### src/rtl/erase_seq_pkg.sv
// Shared types and protocol constants for the erase sequencer.
// Assumes a 24-bit device address carried in a fixed four-byte frame.
package erase_seq_pkg;

    localparam int FRAME_ADDR_W = 24;
    localparam int FRAME_BYTES  = 4;
    localparam int IDX_W        = $clog2(FRAME_BYTES);
    localparam int UNITS_W      = 13;   // wait interval in 100 us units
    localparam int RETRY_W      = 9;    // retry budget counter

    localparam logic [7:0]              OP_READ_STATUS = 8'hD7;
    localparam logic [7:0]              POLL_DUMMY     = 8'h00;
    localparam logic [FRAME_ADDR_W-1:0] WHOLE_DEV_KEY  = 24'h94809A;

    typedef enum logic [1:0] {
        KIND_PAGE   = 2'd0,
        KIND_BLOCK  = 2'd1,
        KIND_SECTOR = 2'd2,
        KIND_WHOLE  = 2'd3
    } erase_kind_e;

    typedef struct packed {
        logic [7:0]         opcode;
        logic [UNITS_W-1:0] wait_units;
        logic [RETRY_W-1:0] retries;
    } erase_profile_t;

    typedef enum logic [3:0] {
        ST_IDLE,
        ST_CMD,
        ST_GAP,
        ST_POLL_OP,
        ST_POLL_RD,
        ST_WAIT,
        ST_OK,
        ST_FAIL,
        ST_REJ
    } seq_state_e;

endpackage

### src/rtl/erase_profile_lut.sv
// Per-kind erase profile: opcode, poll interval (100 us units), retry budget.
// Purely combinational; assumes a legal 2-bit kind code.
module erase_profile_lut
    import erase_seq_pkg::*;
(
    input  erase_kind_e    kind,
    output erase_profile_t prof
);

    // Select the profile belonging to the requested erase kind.
    always_comb begin
        unique case (kind)
            KIND_PAGE:   prof = '{opcode: 8'h81, wait_units: UNITS_W'(5),    retries: RETRY_W'(200)};
            KIND_BLOCK:  prof = '{opcode: 8'h50, wait_units: UNITS_W'(10),   retries: RETRY_W'(300)};
            KIND_SECTOR: prof = '{opcode: 8'h7C, wait_units: UNITS_W'(2000), retries: RETRY_W'(100)};
            default:     prof = '{opcode: 8'hC7, wait_units: UNITS_W'(5000), retries: RETRY_W'(200)};
        endcase
    end

endmodule

### src/rtl/erase_req_check.sv
// Request screening: page alignment of address and length (all kinds except
// whole-device) and end-of-range against the device capacity (all kinds).
// Assumes PAGE_BYTES is a power of two.
module erase_req_check
    import erase_seq_pkg::*;
#(
    parameter int PAGE_BYTES = 256,
    parameter int CAP_BYTES  = 131072
) (
    input  erase_kind_e             kind,
    input  logic [FRAME_ADDR_W-1:0] addr,
    input  logic [FRAME_ADDR_W-1:0] len,
    output logic                    accept
);

    localparam int                PG_LSB = $clog2(PAGE_BYTES);
    localparam logic [FRAME_ADDR_W:0] CAP_V = (FRAME_ADDR_W+1)'(CAP_BYTES);

    logic                  aligned;
    logic [FRAME_ADDR_W:0] end_sum;
    logic                  in_range;

    // Alignment test; a one-byte page makes every request aligned.
    generate
        if (PG_LSB == 0) begin : g_no_align
            assign aligned = 1'b1;
        end else begin : g_align
            assign aligned = (addr[PG_LSB-1:0] == '0) && (len[PG_LSB-1:0] == '0);
        end
    endgenerate

    // End-of-range test with one extra bit so the sum cannot wrap.
    always_comb begin
        end_sum  = {1'b0, addr} + {1'b0, len};
        in_range = (end_sum <= CAP_V);
    end

    // Combine: whole-device erase needs only the range test.
    always_comb begin
        accept = in_range && (aligned || (kind == KIND_WHOLE));
    end

endmodule

### src/rtl/erase_poll_timer.sv
// Poll interval timer. A load sets the count to units*TICK_CYCLES-1; it then
// counts down to zero and rests there. Assumes units*TICK_CYCLES >= 1.
module erase_poll_timer
    import erase_seq_pkg::*;
#(
    parameter int TICK_CYCLES = 10000
) (
    input  logic               clk,
    input  logic               rst_n,
    input  logic               load,
    input  logic [UNITS_W-1:0] units,
    output logic               expired
);

    localparam longint MAX_CYC = longint'((2**UNITS_W) - 1) * longint'(TICK_CYCLES);
    localparam int     CNT_W   = $clog2(MAX_CYC + 1);

    logic [CNT_W-1:0] cnt_q;
    logic [CNT_W-1:0] load_val;

    // Interval length in cycles, minus one for the terminal zero cycle.
    always_comb begin
        load_val = CNT_W'(units) * CNT_W'(TICK_CYCLES) - CNT_W'(1);
    end

    // Down-counter with load priority.
    always_ff @(posedge clk) begin
        if (!rst_n) begin
            cnt_q <= '0;
        end else if (load) begin
            cnt_q <= load_val;
        end else if (cnt_q != '0) begin
            cnt_q <= cnt_q - CNT_W'(1);
        end
    end

    assign expired = (cnt_q == '0);

    // the count falls by exactly one per cycle when not reloaded.
    p_count_down_r6: assert property (@(posedge clk) disable iff (!rst_n)
        (!load && cnt_q != '0) |=> (cnt_q == $past(cnt_q) - CNT_W'(1)));

endmodule

### src/rtl/flash_erase_seq.sv
// Erase sequencer top. Screens a request, sends the four-byte erase frame,
// then polls the status register with per-kind interval and retry budget.
// Assumes the byte shifter holds spi_done for one cycle per byte.
module flash_erase_seq
    import erase_seq_pkg::*;
#(
    parameter int PAGE_BYTES  = 256,
    parameter int CAP_BYTES   = 131072,
    parameter int TICK_CYCLES = 10000
) (
    input  logic                    clk,
    input  logic                    rst_n,
    input  logic                    req_valid,
    input  logic [1:0]              req_kind,
    input  logic [FRAME_ADDR_W-1:0] req_addr,
    input  logic [FRAME_ADDR_W-1:0] req_len,
    output logic                    req_ready,
    output logic                    spi_sel,
    output logic                    spi_go,
    output logic [7:0]              spi_txd,
    input  logic                    spi_done,
    input  logic [7:0]              spi_rxd,
    output logic                    erase_done,
    output logic                    erase_timeout,
    output logic                    erase_reject
);

    seq_state_e              state_q;
    erase_profile_t          prof_in;
    erase_profile_t          prof_q;
    logic [FRAME_ADDR_W-1:0] addr_q;
    logic [IDX_W-1:0]        idx_q;
    logic [RETRY_W-1:0]      retry_q;
    logic                    req_ok;
    logic                    take_req;
    logic                    dev_ready;
    logic                    wait_start;
    logic                    tmr_expired;
    logic [7:0]              frame_b [FRAME_BYTES];

    erase_profile_lut u_prof (
        .kind (erase_kind_e'(req_kind)),
        .prof (prof_in)
    );

    erase_req_check #(
        .PAGE_BYTES (PAGE_BYTES),
        .CAP_BYTES  (CAP_BYTES)
    ) u_check (
        .kind   (erase_kind_e'(req_kind)),
        .addr   (req_addr),
        .len    (req_len),
        .accept (req_ok)
    );

    erase_poll_timer #(
        .TICK_CYCLES (TICK_CYCLES)
    ) u_timer (
        .clk     (clk),
        .rst_n   (rst_n),
        .load    (wait_start),
        .units   (prof_q.wait_units),
        .expired (tmr_expired)
    );

    // Frame byte 0 is the opcode; the rest are the address, high byte first.
    assign frame_b[0] = prof_q.opcode;
    generate
        for (genvar gi = 1; gi < FRAME_BYTES; gi++) begin : g_frame
            assign frame_b[gi] = addr_q[(FRAME_BYTES-1-gi)*8 +: 8];
        end
    endgenerate

    // Handshake and decision strobes.
    always_comb begin
        take_req   = (state_q == ST_IDLE) && req_valid;
        dev_ready  = spi_rxd[7];
        wait_start = (state_q == ST_POLL_RD) && spi_done && !dev_ready && (retry_q != '0);
    end

    // Sequencer state, latched request and retry budget.
    always_ff @(posedge clk) begin
        if (!rst_n) begin
            state_q <= ST_IDLE;
            prof_q  <= '0;
            addr_q  <= '0;
            idx_q   <= '0;
            retry_q <= '0;
        end else begin
            unique case (state_q)
                ST_IDLE: begin
                    if (take_req) begin
                        if (req_ok) begin
                            state_q <= ST_CMD;
                            prof_q  <= prof_in;
                            addr_q  <= (erase_kind_e'(req_kind) == KIND_WHOLE) ? WHOLE_DEV_KEY : req_addr;
                            idx_q   <= '0;
                            retry_q <= prof_in.retries;
                        end else begin
                            state_q <= ST_REJ;
                        end
                    end
                end
                ST_CMD: begin
                    if (spi_done) begin
                        if (idx_q == IDX_W'(FRAME_BYTES - 1)) begin
                            state_q <= ST_GAP;
                        end else begin
                            idx_q <= idx_q + IDX_W'(1);
                        end
                    end
                end
                ST_GAP:     state_q <= ST_POLL_OP;
                ST_POLL_OP: if (spi_done) state_q <= ST_POLL_RD;
                ST_POLL_RD: begin
                    if (spi_done) begin
                        if (dev_ready) begin
                            state_q <= ST_OK;
                        end else if (retry_q == '0) begin
                            state_q <= ST_FAIL;
                        end else begin
                            retry_q <= retry_q - RETRY_W'(1);
                            state_q <= ST_WAIT;
                        end
                    end
                end
                ST_WAIT: if (tmr_expired) state_q <= ST_POLL_OP;
                default: state_q <= ST_IDLE;
            endcase
        end
    end

    // Output decode from the state register.
    always_comb begin
        spi_sel       = (state_q == ST_CMD) || (state_q == ST_POLL_OP) || (state_q == ST_POLL_RD);
        spi_go        = spi_sel;
        req_ready     = (state_q == ST_IDLE);
        erase_done    = (state_q == ST_OK);
        erase_timeout = (state_q == ST_FAIL);
        erase_reject  = (state_q == ST_REJ);
        unique case (state_q)
            ST_CMD:     spi_txd = frame_b[idx_q];
            ST_POLL_OP: spi_txd = OP_READ_STATUS;
            default:    spi_txd = POLL_DUMMY;
        endcase
    end

    // a byte request only ever occurs inside a select period.
    p_go_in_frame_r4: assert property (@(posedge clk) disable iff (!rst_n)
        spi_go |-> spi_sel);

    // the outgoing byte holds while its transfer is pending.
    p_hold_byte_r2: assert property (@(posedge clk) disable iff (!rst_n)
        (spi_go && !spi_done) |=> (spi_go && $stable(spi_txd)));

    // at most one outcome pulse at a time.
    p_single_outcome_r10: assert property (@(posedge clk) disable iff (!rst_n)
        $onehot0({erase_done, erase_timeout, erase_reject}));

    // each outcome pulse lasts one cycle.
    p_done_pulse_r10: assert property (@(posedge clk) disable iff (!rst_n)
        erase_done |=> !erase_done);

    // completion follows a finished byte that reported ready.
    p_done_on_ready_r4: assert property (@(posedge clk) disable iff (!rst_n)
        erase_done |-> ($past(spi_done) && $past(spi_rxd[7])));

    // timeout follows a finished byte that reported busy.
    p_timeout_on_busy_r7: assert property (@(posedge clk) disable iff (!rst_n)
        erase_timeout |-> ($past(spi_done) && !$past(spi_rxd[7])));

    // a rejection comes with no select activity.
    p_reject_quiet_r8: assert property (@(posedge clk) disable iff (!rst_n)
        erase_reject |-> (!spi_sel && !$past(spi_sel)));

endmodule

### config.mk
export PLATFORM = sky130hd
export DESIGN_NAME = flash_erase_seq
export DESIGN_NICKNAME = d
export VERILOG_FILES = /design/src/rtl/erase_seq_pkg.sv /design/src/rtl/erase_profile_lut.sv /design/src/rtl/erase_req_check.sv /design/src/rtl/erase_poll_timer.sv /design/src/rtl/flash_erase_seq.sv
export SDC_FILE = /design/constraint.sdc
export NUM_CORES = 1
export LEC_CHECK = 0
export BUFFER_PORTS_ARGS = -buffer_cell sky130_fd_sc_hd__buf_2
export CORE_MARGIN = 2
export CORE_UTILIZATION = 55
export CTS_CLUSTER_SIZE = 20
export DETAILED_ROUTE_END_ITERATION = 10
export PLACE_DENSITY = 0.75
export SLEW_MARGIN = 10
export SYNTH_ARGS = -nofsm -noshare
export SYNTH_HDL_FRONTEND = slang
export SYNTH_SLANG_ARGS = --single-unit
### constraint.sdc
create_clock -name clk -period 7.9 [get_ports clk]
set_clock_uncertainty 0.1 [all_clocks]
set_input_delay 1.58 -clock clk [delete_from_list [all_inputs] [get_ports clk]]
set_output_delay 1.58 -clock clk [all_outputs]
set_load 0.02 [all_outputs]
Word level (Yosys, flattened, before mapping)
Index checks and enable logic that the tools add are counted.

Bits in registers: 87. Bits of input ports: 62. Word-level logic and storage cells: 92.

Add/sub/neg operators: 5. Multiply operators: 1. Magnitude comparators: 2. Equality and inequality tests: 22. Muxes and demuxes: 29. Bitwise gates (word level): 1. Reduce and logical (&&, ||, !) cells: 25.

Operators with widths (number): $pmux W30 S3 (1); $mux W27 (2); $sub A27 B1 Y27 const B (2); $mux W9 (5); $mux W4 (7); $logic_not A27 Y1 (1); $reduce_bool A27 Y1 (1); $add A24 B24 Y25 (1); $le A25 B18 Y1 const B (1); $mux W24 (1); $pmux W4 S6 (1); $mul A13 B10 Y23 const B (1); $pmux W9 S2 (1); $bmux W8 S2 (1); $eq A4 B3 Y1 const B (4); $logic_not A8 Y1 (2); $mux W8 (2); $ne A2 B2 Y1 const B (8); $pmux W8 S2 (1); $mux W2 (6); $reduce_and A6 Y1 (2); $logic_not A9 Y1 (1); $reduce_bool A9 Y1 (1); $sub A9 B1 Y9 const B (1); 18 further kinds (31).

Depth between registers and ports, before layout
Word-level depth: 7. Gate-level depth with buffers: 20. Gate-level depth less buffers: 19.

Cells and area by module
Synthesis repeated with hierarchy kept, for this count alone.

Cell total of the unflattened synthesis: 1087. Area, all modules: 8685.8 sq um.

Modules (own cells, without submodules): erase_poll_timer (times used 1, cells an instance 494, area each 4103.9 sq um, sequential area each 540.5 sq um); flash_erase_seq (times used 1, cells an instance 356, area each 2891.5 sq um, sequential area each 1201.2 sq um); erase_req_check (times used 1, cells an instance 202, area each 1421.4 sq um, sequential area each 0.0 sq um); erase_profile_lut (times used 1, cells an instance 35, area each 269.0 sq um, sequential area each 0.0 sq um).

Worst setup path before layout
Ideal clock, no wire load.

Kind: flip-flop to flip-flop. Start: register, netlist name frame_b[26]. End: register u_timer.cnt_q[23]. Setup time: 115 ps. Arrival: 5524 ps. Data required time: 7685 ps. Path slack: 2161 ps. Cell stages (with the launch flop): 21. Cells stage by stage: dfxtp_1 > clkbuf_1 > inv_1 > ha_1 > xor2_1 > xnor2_1 > fa_1 > inv_1 > ha_1 > fa_1 > ha_1 > and3_1 > nor3b_1 > o31a_1 > nor2_1 > or3_1 > nor4b_1 > nor4b_1 > xnor2_1 > o22ai_1 > and2_1.

RTL lines: to (signal assigned) (line erase_poll_timer.sv:31) `cnt_q <= load_val;`; to (signal assigned) (line erase_poll_timer.sv:33) `cnt_q <= cnt_q - CNT_W'(1);`; to (decl) (line erase_poll_timer.sv:18) `logic [CNT_W-1:0] cnt_q;`.

==> key figures <==
Clock network
  • # clock sinks: 75
  • CTS tree: built
  • Cts bufs inserted: 9
  • # resized after CTS: 0
  • Max clock buf depth: 2
  • Clock transition at path regs: around 0.070 ns
  • Setup repair bufs after CTS: 0
  • Worst skew pair latency: approximately 0.34 ns
  • Cts hold-fix bufs: 0
  • CTS root buffer: clkbuf_16
  • CTS H-tree lvls: 3

Route
  • Via count: 7132
  • Routed wl met2: around 8.5 mm
  • DR pass1 iterations: 7
  • Via-to-Cell Ratio: 5.953
  • DRC: 0
  • Top layer in use: met4
  • Met1 wire length: ~8.7 mm
  • WL final: between 15 and 20 mm
  • Avg WL per Cell: 15.13 um
  • Post-DRT Antenna Nets: 0
  • DRT iter0 DRCs: 482
  • Length of routed met3 wiring: 764 um

Timing
  • Final hold slack: 0.3674 ns
  • Achievable Freq: about 170 MHz
  • Number of hold violations in the final report: 0
  • Final worst-path setup slack: around 1.9 ns
  • Slew @ Worst Pin: 0.9455 ns
  • Final worst-path cycle share: between 70% and 80%
  • Endpoints failing setup: 0
  • RSZ-0062 raised after global routing: no
  • Fin crit period: 6.024 ns
  • Slew Viols, Final: 0
  • Slew headroom: 36.73%
  • Post-Route Setup TNS: 0 ns

Run
  • Max-cap viol count: 0

Synthesis
  • Share of the synthesized area in the top cell type: slightly below 20%
  • Register area share after synthesis: between 10% and 20%
  • Synth Flop Type: dfxtp_1
  • Ranking of synthesized cells by area: dfxtp_1, ha_1, nor2_1, xnor2_1, a21oi_1
  • Post-synthesis mux area share: 3.247%
  • Synth Warn #: 0
  • Number of synthesized flops with an enable pin: 0
  • Synth Area in Simple Gates: 23.36%
  • Netlist cell types: 74
  • Adder-cell share of the synthesized area: around a fifth
  • Yosys reg bits: between 70 and 80
  • Asr flop ratio synth: 0%
  • Gate Count Post-Synth: about 980
  • Mapped Nets: ~1200
  • Synth Area in Compound Gates: about 22%
  • Area leader, netlist: dfxtp_1
  • Syn Area/Cell: 7.929 um2
  • Largest family of logic cells by synthesized area: simple AND/OR/NAND/NOR gates
  • Synth Area in XOR/XNOR: between 7 and 8%
  • Cell area after synthesis: between 0.007 and 0.008 mm2

Power and ir drop
  • Power density over the cells: approximately 160 mW/mm2
  • Pleak: ~3.8 nW
  • VDD IR-drop max: roughly 0.11 mV
  • Pwr Total: roughly 1.4 mW

Die
  • Row count: 43
  • Initial core utilization: between 50 and 60%
  • Num ports: 76
  • Chip width: roughly 120 um
  • Core area: 0.01383 mm2
  • DIE AREA: between 0.015 and 0.02 mm2
  • Die Ht: around 120 um

Critical path
  • Slowest Stage Delay on Critical Path: between 0.5 and 0.6 ns
  • CP required: ~8.0 ns
  • CP Capture Type: flop
  • Startpoint Class: flop
  • Worst path buffer plus inverter count: 3
  • Slowest cell on crit path: fa_1
  • Worst path arrival time: between 6 and 7 ns
  • Crit Path Category: flop to flop
  • Top delay family on crit path: adder cells
  • R2R Setup Slk: between 1.5 and 2 ns
  • Critical path's most frequent cell: ha_1
  • Critical-path maximum fanout: 17
  • Worst-path cell chain: buf_4 > inv_1 > ha_1 > xor2_1 > xnor2_1 > fa_1 > inv_1 > ha_1 > fa_1 > ha_1 > and3_1 > nor3b_1 > o31a_1 > nor2_1 > or3_1 > nor4b_1 > nor4b_1 > xnor2_1 > o22ai_1 > and2_1

Placed design
  • DP Cell Count: about 1200
  • GPL Wtd Cong: ~0.94
  • Port bufs: 68
  • Final HPWL DP: roughly 14 mm
  • Placement Cell Area: 0.008154 mm2
  • DP Worst Slack: about 1.9 ns

Cells and area
  • Non-Filler Instances: 1198
  • Most frequent cells in the layout: nor2_1, ha_1, dfxtp_1
  • Finished Cell Area: 0.008438 mm2
  • Share of cells above drive strength 1: a little under an eighth
  • P&R area growth vs syn: 8.932%
  • Final net count: between 1000 and 1500
  • Ant. Diodes: 0
  • Final core occ: between 60% and 70%

Global route
  • Largest net degree at the start of global routing: between 50 and 60
  • Vias in the first global route: 6473
  • GR Util All Layers: between 20% and 30%
  • Congestion Overflow GR: 0
  • Initial antenna violation count: 0
  • First-pass GRT wire length: 30.45 mm

Hold path
  • Hold Crit Class: flop to flop

Status
  • Status: complete, no violations
## area by class of cell
class | instances | area, um2
sequential | 75 | 1501
timing repair buffer | 74 | 385.4
inverter | 49 | 183.9
clock inverter | 7 | 58.81
clock buffer | 9 | 225.2
multi-input combinational | 804 | 5858
fill | 1264 | 5389
tap | 180 | 225.2
## sequential cells by signal, indices dropped and copies added (netlist names)
register / count
idx_q: 2
prof_q: 3
u_timer.cnt_q: 27
state_q: 4
addr_q: 24
frame_b: 6
retry_q: 9
## power breakdown
group	internal [mW]	switching, mW
registers	0.427	0.0385
clock network	0.217	0.172
logic	0.232	0.296
total	0.876	0.506
## synthesized netlist by cell type (all sizes together), types with 7 or more instances
cell / count
nor2: 102
ha: 100
a21oi: 75
dfxtp: 75
nand2: 63
o21ai: 54
inv: 49
xnor2: 43
clkbuf: 40
a211oi: 32
nor3: 31
nand3: 28
xor2: 26
nand4b: 17
nor4: 16
and2: 13
nor2b: 13
fa: 11
o211ai: 10
or2: 10
a31oi: 9
buf: 9
nand2b: 9
o21a: 9
or3: 9
a21o: 8
mux4: 8
nor3b: 8
o31ai: 8
nor4b: 7
## logic make-up (layout without fill, tap and decap cells)
logic type / count (synthesis) / in the layout
compound gates: 262 / 262
xor+xnor: 69 / 69
fa+ha+maj: 111 / 111
buf+inv: 98 / 139
flops: 75 / 75
mux: 15 / 15
simple gates: 347 / 347
## final timing paths
| kind | from | endpoint | depth (start not counted) |
|---|---|---|---|
| max | frame_b[26] | u_timer.cnt_q[23] | 20 |
| min | addr_q[4] | addr_q[4] | 1 |
| max reg2reg | frame_b[26] | u_timer.cnt_q[23] | 20 |
| min reg2reg | addr_q[4] | addr_q[4] | 1 |
## metal layers
layer  track usage (%)  vias to the layer above
met2             41.09                      186
met3             3.392                       18
met4             5.316                        0
met1             33.63                     3276
met5                 0                        -
li1                  -                     3652
(Power assumes the default switching activity.)
